File: src/rtl/refdiv_pkg.sv
package refdiv_pkg;
  // largest preset ratio and the counter width it implies
  localparam int MAX_RATIO = 320;
  localparam int CNT_W     = $clog2(MAX_RATIO + 1);
  localparam int CODE_W    = 4;
  localparam logic [CODE_W-1:0] CODE_RESERVED = 4'b1000;

  // strobes from control to datapath
  typedef struct packed {
    logic             load;   // start a new period with ratio below
    logic             step;   // advance one reference pulse
    logic             stop;   // park output low
    logic [CNT_W-1:0] ratio;  // ratio to load
  } div_cmd_t;

  // code to ratio: top bit clear -> 2<<k, top bit set -> 5<<(k-1)
  function automatic logic [CNT_W-1:0] ratioOf(input logic [CODE_W-1:0] code);
    logic [CNT_W-1:0] r;
    if (!code[CODE_W-1]) r = CNT_W'(2) << code[CODE_W-2:0];
    else                 r = CNT_W'(5) << (code[CODE_W-2:0] - 3'd1);
    return r;
  endfunction
endpackage

File: src/rtl/refdiv_ctrl.sv
module refdiv_ctrl
  import refdiv_pkg::*;
#(
  parameter int CW = CODE_W
)(
  input  logic          clk,
  input  logic          rstN,
  input  logic          refEn,
  input  logic [CW-1:0] rateCode,
  input  logic          atEnd,
  output div_cmd_t      cmd,
  output logic          codeBad
);
  logic runQ;
  logic badQ;
  logic codeOk;
  logic reloadPt;

  // a period boundary, or every pulse while idle/parked
  assign codeOk   = (rateCode != CODE_RESERVED);
  assign reloadPt = refEn && (!runQ || atEnd);

  always_comb begin
    cmd.load  = reloadPt && codeOk;
    cmd.stop  = reloadPt && !codeOk;
    cmd.step  = refEn && !reloadPt;
    cmd.ratio = ratioOf(rateCode);
  end

  always_ff @(posedge clk or negedge rstN) begin
    if (!rstN) begin
      runQ <= 1'b0;
      badQ <= 1'b0;
    end else if (reloadPt) begin
      runQ <= codeOk;
      badQ <= !codeOk;
    end
  end

  assign codeBad = badQ;
endmodule

File: src/rtl/refdiv_path.sv
module refdiv_path
  import refdiv_pkg::*;
#(
  parameter int W = CNT_W
)(
  input  logic     clk,
  input  logic     rstN,
  input  div_cmd_t cmd,
  output logic     atEnd,
  output logic     divClk,
  output logic     cmpTick
);
  logic [W-1:0] cntQ;
  logic [W-1:0] ratioQ;
  logic [W-1:0] hiLenQ;
  logic [W-1:0] cntNext;
  logic [W-1:0] hiLenD;
  logic         divQ;
  logic         tickQ;

  assign cntNext = cntQ + W'(1);
  // high phase takes the larger half of an odd ratio
  assign hiLenD  = W'((cmd.ratio + W'(1)) >> 1);
  assign atEnd   = (cntQ == ratioQ - W'(1));

  always_ff @(posedge clk or negedge rstN) begin
    if (!rstN) begin
      cntQ   <= '0;
      ratioQ <= W'(2);
      hiLenQ <= W'(1);
      divQ   <= 1'b0;
      tickQ  <= 1'b0;
    end else if (cmd.load) begin
      cntQ   <= '0;
      ratioQ <= cmd.ratio;
      hiLenQ <= hiLenD;
      divQ   <= 1'b1;
      tickQ  <= 1'b1;
    end else if (cmd.step) begin
      cntQ   <= cntNext;
      divQ   <= (cntNext < hiLenQ);
      tickQ  <= 1'b0;
    end else if (cmd.stop) begin
      cntQ   <= '0;
      divQ   <= 1'b0;
      tickQ  <= 1'b0;
    end else begin
      tickQ  <= 1'b0;
    end
  end

  assign divClk  = divQ;
  assign cmpTick = tickQ;
endmodule

File: src/rtl/refdiv_top.sv
module refdiv_top
  import refdiv_pkg::*;
#(
  parameter int CW = CODE_W,
  parameter int W  = CNT_W
)(
  input  logic          clk,
  input  logic          rstN,
  input  logic          refEn,
  input  logic [CW-1:0] rateCode,
  output logic          divClk,
  output logic          cmpTick,
  output logic          codeBad
);
  div_cmd_t cmd;
  logic     atEnd;

  refdiv_ctrl #(.CW(CW)) u_ctrl (
    .clk(clk), .rstN(rstN), .refEn(refEn), .rateCode(rateCode),
    .atEnd(atEnd), .cmd(cmd), .codeBad(codeBad)
  );

  refdiv_path #(.W(W)) u_path (
    .clk(clk), .rstN(rstN), .cmd(cmd),
    .atEnd(atEnd), .divClk(divClk), .cmpTick(cmpTick)
  );
endmodule

File: config.mk
export PLATFORM = sky130hd
export DESIGN_NAME = refdiv_top
export DESIGN_NICKNAME = d
export VERILOG_FILES = /design/src/rtl/refdiv_pkg.sv /design/src/rtl/refdiv_ctrl.sv /design/src/rtl/refdiv_path.sv /design/src/rtl/refdiv_top.sv
export SDC_FILE = /design/constraint.sdc
export NUM_CORES = 1
export LEC_CHECK = 0
export ABC_AREA = 1
export BUFFER_PORTS_ARGS = -buffer_cell sky130_fd_sc_hd__buf_2
export CAP_MARGIN = 40
export CELL_PAD_IN_SITES_DETAIL_PLACEMENT = 1
export CELL_PAD_IN_SITES_GLOBAL_PLACEMENT = 1
export CORE_UTILIZATION = 40
export CTS_BUF_LIST = sky130_fd_sc_hd__clkbuf_8
export DETAILED_ROUTE_END_ITERATION = 12
export GPL_ROUTABILITY_DRIVEN = 0
export PLACE_DENSITY = 0.83
export SETUP_SLACK_MARGIN = 0.4
export SKIP_LAST_GASP = 1
export SLEW_MARGIN = 20
export SYNTH_ARGS = -nofsm -noshare
export SYNTH_HDL_FRONTEND = slang
export SYNTH_SLANG_ARGS = --single-unit
export TNS_END_PERCENT = 100
File: constraint.sdc
create_clock -name clk -period 2.4 [get_ports clk]
set_input_delay 0.24 -clock clk [delete_from_list [all_inputs] [get_ports clk]]
set_output_delay 0.24 -clock clk [all_outputs]
set_load 0.01 [all_outputs]
==> results of run 1 <==
sequential cells by signal, indices dropped and copies added (netlist names):
register and flops:
u_ctrl.codeBad 1, u_path.hiLenQ 8, u_path.ratioQ 9, u_path.cmpTick 1
u_ctrl.runQ 1, u_path.cntQ 9, u_path.divClk 1
cell type report:
type	instances	area, µm²	share of cell area, %
sequential	30	754	31.5
tap	67	83.8	3.50
multi-input combinational	210	1090	45.5
timing repair buffer	21	193	8.03
clock buffer	8	110	4.59
inverter	44	165	6.89
metal layers:
metal | up-vias | share of wire, % | global-route usage, %
met5 | - | 0 | 0
met1 | 894 | 46 | 28.2
met4 | 0 | 2.4 | 10.2
met2 | 25 | 49 | 37.9
li1 | 945 | - | -
met3 | 10 | 2.7 | 4.01
path summary, 6_finish.rpt:
path	startpoint	endpoint	slack (ns)	depth (start not counted)
setup / recovery	u_path.ratioQ[1]$_DFFE_PN1P_	u_path.ratioQ[5]$_DFFE_PN0P_	0.29	16
hold / removal	rstN	u_path.cntQ[8]$_DFFE_PN0P_	-0.001	1
setup reg to reg	u_path.ratioQ[1]$_DFFE_PN1P_	u_path.ratioQ[5]$_DFFE_PN0P_	0.29	16
hold reg to reg	u_path.hiLenQ[0]$_DFFE_PN1P_	u_path.hiLenQ[0]$_DFFE_PN1P_	0.47	2
max in group asynchronous	rstN	u_path.cntQ[2]$_DFFE_PN0P_	1.91	1
min in group clk	rateCode[2]	u_path.ratioQ[1]$_DFFE_PN1P_	0.27	4
Yosys cell counts:
cell type / n
nand4_1: 12
inv_1: 43
clkbuf_1: 3
o21ai_0: 3
nor2_2: 3
dfstp_2: 2
xor2_1: 8
xnor2_1: 1
nand3_2: 1
buf_6: 3
nor3_1: 7
and3_1: 1
nor2_1: 16
nor2_4: 1
nor4_1: 1
nand2_2: 1
inv_2: 1
nand2_4: 1
a211oi_1: 2
a21oi_1: 2
ha_1: 10
nand3b_1: 3
nand2_1: 122
nand3_1: 15
dfrtp_1: 28
what timing repair did:
| item | in CTS | in global routing |
|---|---|---|
| setup endpoints to repair | 30 | 30 |
| buffers inserted | 4 | 3 |
| cloned | 1 | 1 |
| pin swaps | 1 | 1 |
| endpoints found under the hold margin | 0 | 0 |
| gates resized for setup | 14 | 8 |
power groups by stage:
stage	combinational [mW]	clock (mW)	sequential, mW
2_1_floorplan	0.836	0	0.782
3_3_place_gp	1.02	0	0.820
3_5_place_dp	1.08	0	0.825
4_1_cts	1.24	0.494	0.814
5_1_grt	1.50	0.510	0.835
6_report	1.32	0.481	0.814
cells by family after synthesis:
logic type      Yosys count  share of synthesized area [%]
fa+ha+maj                10                           6.25
simple gates            184                           39.7
flops                    30                           37.6
compound gates            7                           2.00
buf+inv                  50                           10.5
xor+xnor                  9                           3.94
==> results.md, run 1 <==
- Reg power frac: 31.1%
- Total Routed Length: 5.32 mm
- Tot Pwr: 2.62 mW
- Syn Area/Cell: 6.91 µm²
- Dpl hpwl: 3.72 mm
- Final non-filler cell total: 380
- DRC errors left: 0
- Slew @ Worst Pin: 0.707 ns
- DIE AREA: 5290 µm²
- CTS Sinks: 30
- Peak VDD IR: 0.478 mV
- Post-route cell area: 2400 µm²
- Hold_buf cts: 0
- Synth Register Bits: 30
- Violated checks: negative hold slack
- Seq/Total Area, Yosys: 37.6%
- Final min period: 2.11 ns
- Critical path arrival: 2.28 ns
- CTS tree: done
- Post-route ant nets: 0
- Comb pwr share: 50.6%
- Internal: 1.50 mW
- Outcome: complete, but fails checks
- CTS root buf: clkbuf_8
- Nets: 329
- Nature of the critical path endpoint: register
- Synthesized area: 2000 µm²
- Htree depth: 2
- Final period util: 88.0%
- Worst path cell trace: inv_2 -> ha_4 -> inv_1 -> nand2_1 -> nand2_1 -> nor2_1 -> nand2_1 -> nor2_1 -> nand2_1 -> nor2_2 -> nand2_2 -> nand2_4 -> nand3_4 -> buf_12 -> nand2_1 -> nand2_1
- CP Data Required Time: 2.57 ns
- WL/cell: 14.0 µm
- Worst skew pair latency: 0.29 ns
- Core Region: 4790 µm²
- Leak: 1.36 nW
- Final number of hold-violating endpoints: 2
- Chip width: 72.8 µm
- Layout cells sized above 1: 16.3%
- Util after Layout: 50.1%
- Max Fanout on Critical Path: 10
- Peak per-stage delay on the critical path: 0.55 ns
- Worst hold path type: primary input to async pin
- CP Class: register to register
- Grt total ovfl: 0
- Pin count of the biggest net entering global routing: 31
- Vias in the first global route: 1933
- Distinct cells, synth: 25
- CP startpoint kind: register
- Synth top area cells: dfrtp_1, nand2_1, inv_1
- Power share of the clock group: 18.4%
- Fillers: 617
- I/O pins: 10
- Max Transition Viols Final: 0
- Area growth from synthesis to layout: 19.7%
- Port bufs: 9
- Pwr dens: 1090 nW/µm²
- Crit path buffers/inverters: 3
- # Max-Cap Violations: 0
- CTS clock-pin slew for the worst setup and hold paths: 0.07 ns
- DRT Pass-1 Iters: 4
- Worst hold margin: -0.00132 ns
- Slowest cell on crit path: dfstp_2
- Vias/cell: 4.93
- Fin worst setup slack: 0.287 ns
- Die Height: 72.8 µm
- Worst Clk Skew: 0.00629 ns
- Clk buf depth: 2
- First-pass GRT wire length: 8.91 mm
- Num CTS Buffers: 5
- Post-synth net total: 307
- DP Area: 2110 µm²
- Total number of vias: 1874
- Post-synth top area share: 35.0%
- Switching share of power: 42.7%
- Synthesized instance count: 290
- Max Fclk: 473 MHz
- Number of cell rows: 25
- Iter 0 DRT Violations: 71
- Synth Warn #: 0
- Unrepaired setup endpoints after global routing: yes
- Crit path top cell by count: nand2_1
- GRT Util Overall: 22.5%
- Antenna violations before repair: 0
- Setup_tns: 0 ns
- Cell taking the most area after synthesis: dfrtp_1
- Switching power: 1.12 mW
- Commonest non-fill, non-tap cell in the layout: nand2_1
- # setup viols final: 0
- Setup slack at placement: 0.162 ns
- Most frequent cells in the layout: nand2_1, inv_1, dfrtp_1
- Diode count: 0
- Headroom to the max-slew limit: 52.8%
- CP delay by family, top: simple AND/OR/NAND/NOR gates
- Cell Count Post-Placement: 363
- Initial Utilization: 41.9%
(Power assumes the default switching activity.)
==> run 2, diff against run 1 <==
--- a/config.mk
+++ b/config.mk
@@ -15,7 +15,6 @@
 export DETAILED_ROUTE_END_ITERATION = 12
 export GPL_ROUTABILITY_DRIVEN = 0
 export PLACE_DENSITY = 0.83
-export SETUP_SLACK_MARGIN = 0.4
 export SKIP_LAST_GASP = 1
 export SLEW_MARGIN = 20
 export SYNTH_ARGS = -nofsm -noshare
==> results.md, run 2 (synthesis gave the netlist of run 1 again) <==
- Outcome: complete, but fails checks (unchanged)
- Violated checks: negative hold slack (unchanged)
- Headroom to the max-slew limit: 54.4% (was 52.8%)
- Setup_tns: 0 ns (unchanged)
- Tot Pwr: 2.38 mW (was 2.62 mW)
- Max Fanout on Critical Path: 12 (was 10)
- Layout cells sized above 1: 10.5% (was 16.3%)
- CTS root buf: clkbuf_8 (unchanged)
- Htree depth: 2 (unchanged)
- Area growth from synthesis to layout: 11.2% (was 19.7%)
- Worst setup path startpoint: u_path.ratioQ[1]$_DFFE_PN1P_ (unchanged)
- Slew @ Worst Pin: 0.684 ns (was 0.707 ns)
- Initial Utilization: 41.9% (unchanged)
- Pwr dens: 1070 nW/µm² (was 1090 nW/µm²)
- Vias in the first global route: 1867 (was 1933)
- Num CTS Buffers: 5 (unchanged)
- I/O pins: 10 (unchanged)
- WL/cell: 13.0 µm (was 14.0 µm)
- Post-route ant nets: 0 (unchanged)
- Port bufs: 9 (unchanged)
- Grt total ovfl: 0 (unchanged)
- Dpl hpwl: 3.72 mm (unchanged)
- Total Routed Length: 4.82 mm (was 5.32 mm)
- CTS Sinks: 30 (unchanged)
- Setup slack at placement: 0.162 ns (unchanged)
- Total number of vias: 1816 (was 1874)
- Final min period: 2.20 ns (was 2.11 ns)
- Unrepaired setup endpoints after global routing: yes (unchanged)
- Reg-to-Reg Start: u_path.ratioQ[1]$_DFFE_PN1P_ (unchanged)
- Pin count of the biggest net entering global routing: 31 (unchanged)
- Met2 wire len: 2.37 mm (was 2.59 mm)
- Setup Fix Bufs, Post-CTS: 0 (was 4)
- Hold_buf cts: 0 (unchanged)
- Leak: 1.28 nW (was 1.36 nW)
- DP Area: 2110 µm² (unchanged)
- Worst skew pair latency: 0.29 ns (about the same)
- Fin worst setup slack: 0.205 ns (was 0.287 ns)
- Worst Clk Skew: 0.00744 ns (was 0.00629 ns)
- Top Layer Used: met4 (unchanged)
- Final period util: 91.5% (was 88.0%)
- CTS clock-pin slew for the worst setup and hold paths: 0.07 ns (about the same)
- # setup viols final: 0 (unchanged)
- Critical path arrival: 2.35 ns (was 2.28 ns)
- CTS tree: done (unchanged)
- Nets: 320 (was 329)
- GRT Util Overall: 21.8% (was 22.5%)
- Most frequent cells in the layout: nand2_1, inv_1, dfrtp_1 (unchanged)
- Chip width: 72.8 µm (unchanged)
- R2r setup slk: 0.20 ns (was 0.29 ns)
- Post-route cell area: 2230 µm² (was 2400 µm²)
- Cell Count Post-Placement: 363 (unchanged)
- Worst r2r dst: u_ctrl.codeBad$_DFFE_PN0P_ (was u_path.ratioQ[5]$_DFFE_PN0P_)
- Met1 WL: 2.27 mm (was 2.46 mm)
- Die Height: 72.8 µm (unchanged)
- DRC errors left: 0 (unchanged)
- Antenna violations before repair: 0 (unchanged)
- # Max-Cap Violations: 0 (unchanged)
- Worst hold margin: -0.0156 ns (was -0.00132 ns)
- Max Transition Viols Final: 0 (unchanged)
- Clk buf depth: 2 (unchanged)
- Largest registers: u_path.cntQ (9), u_path.ratioQ (9), u_path.hiLenQ (8) (unchanged)
- Diode count: 0 (unchanged)
- CP startpoint kind: register (unchanged)
- Nature of the critical path endpoint: register (unchanged)
- Wire length on met3: 74 µm (was 146 µm)
- CP Class: register to register (unchanged)
- Number of cell rows: 25 (unchanged)
- First-pass GRT wire length: 8.63 mm (was 8.91 mm)
- Vias/cell: 4.89 (was 4.93)
- Peak VDD IR: 0.466 mV (was 0.478 mV)
- Commonest non-fill, non-tap cell in the layout: nand2_1 (unchanged)
- Final number of hold-violating endpoints: 15 (was 2)
- Iter 0 DRT Violations: 73 (was 71)
- Reg2Reg Depth: 16 (unchanged)
- Final non-filler cell total: 371 (was 380)
- Core Region: 4790 µm² (unchanged)
- Worst hold path type: primary input to async pin (unchanged)
- DRT Pass-1 Iters: 4 (unchanged)
- CP Data Required Time: 2.55 ns (was 2.57 ns)
- Max Fclk: 455 MHz (was 473 MHz)
- DIE AREA: 5290 µm² (unchanged)
==> run 2: changes by cell type in the layout (fill, tap and decap cells not counted), moves of 2 or more <==
cell     before  now
nand2_2       4    1
inv_2         3    1
buf_4         6    3
inv_1        41   43
nand2_1     119  122
ha_1          8   10
buf_12        2    0
buf_6         2    0
==> run 2: final cells by class <==
class | count | area [µm²]
Timing Repair Buffer | 12 | 67.6
Multi-Input combinational cell | 210 | 1050
Clock buffer | 8 | 110
Sequential cell | 30 | 753
Fill cell | 632 | 2560
Tap cell | 67 | 83.8
Inverter | 44 | 165
==> run 2: worst max-delay path by stage <==
stage	end	slack, ns	depth (start not counted)
6_report	u_ctrl.codeBad$_DFFE_PN0P_	0.20	16
5_1_grt	u_path.divClk$_DFFE_PN0P_	-0.01	14
4_1_cts	u_ctrl.codeBad$_DFFE_PN0P_	0.16	14
3_5_place_dp	u_ctrl.codeBad$_DFFE_PN0P_	0.16	14
3_3_place_gp	u_ctrl.codeBad$_DFFE_PN0P_	0.25	16
2_1_floorplan	u_path.divClk$_DFFE_PN0P_	0.52	13
==> run 2: timing repair <==
action                     4_1_cts  5_1_grt
hold endpoints to repair         0        0
resized for setup                0        2
setup endpoints to repair        0       10
==> run 2: routing by layer <==
layer,vias up,track usage (%)
li1,925,-
met1,868,27.6
met2,15,36.6
met3,8,3.73
met4,0,9.37
met5,-,0
==> run 2: report_power, final <==
group	total (mW)	switching, mW	internal, mW
Sequential	0.820	0.158	0.662
Clock	0.481	0.192	0.289
Combinational	1.08	0.680	0.399
==> run 2: through the flow <==
stage,util (%),hold slack (ns)
floorplan,-,-0.0556
global placement,44.1,0.313
finish,46.5,-0.0156
CTS,46.4,0.0156
detailed placement,44.1,0.322
global route,46.5,0.0538
==> run 2: critical path, stage by stage, from the launching register on <==
cell,delay [ns]
dfstp_2,0.56
inv_1,0.05
ha_1,0.28
inv_1,0.05
nand2_1,0.05
nand2_1,0.05
nor2_1,0.11
nand2_1,0.07
nor2_1,0.10
nand2_1,0.06
nor2_2,0.10
nand2_2,0.10
nand2_4,0.08
buf_4,0.17
nand2_1,0.10
nand2_1,0.07
o21ai_0,0.07
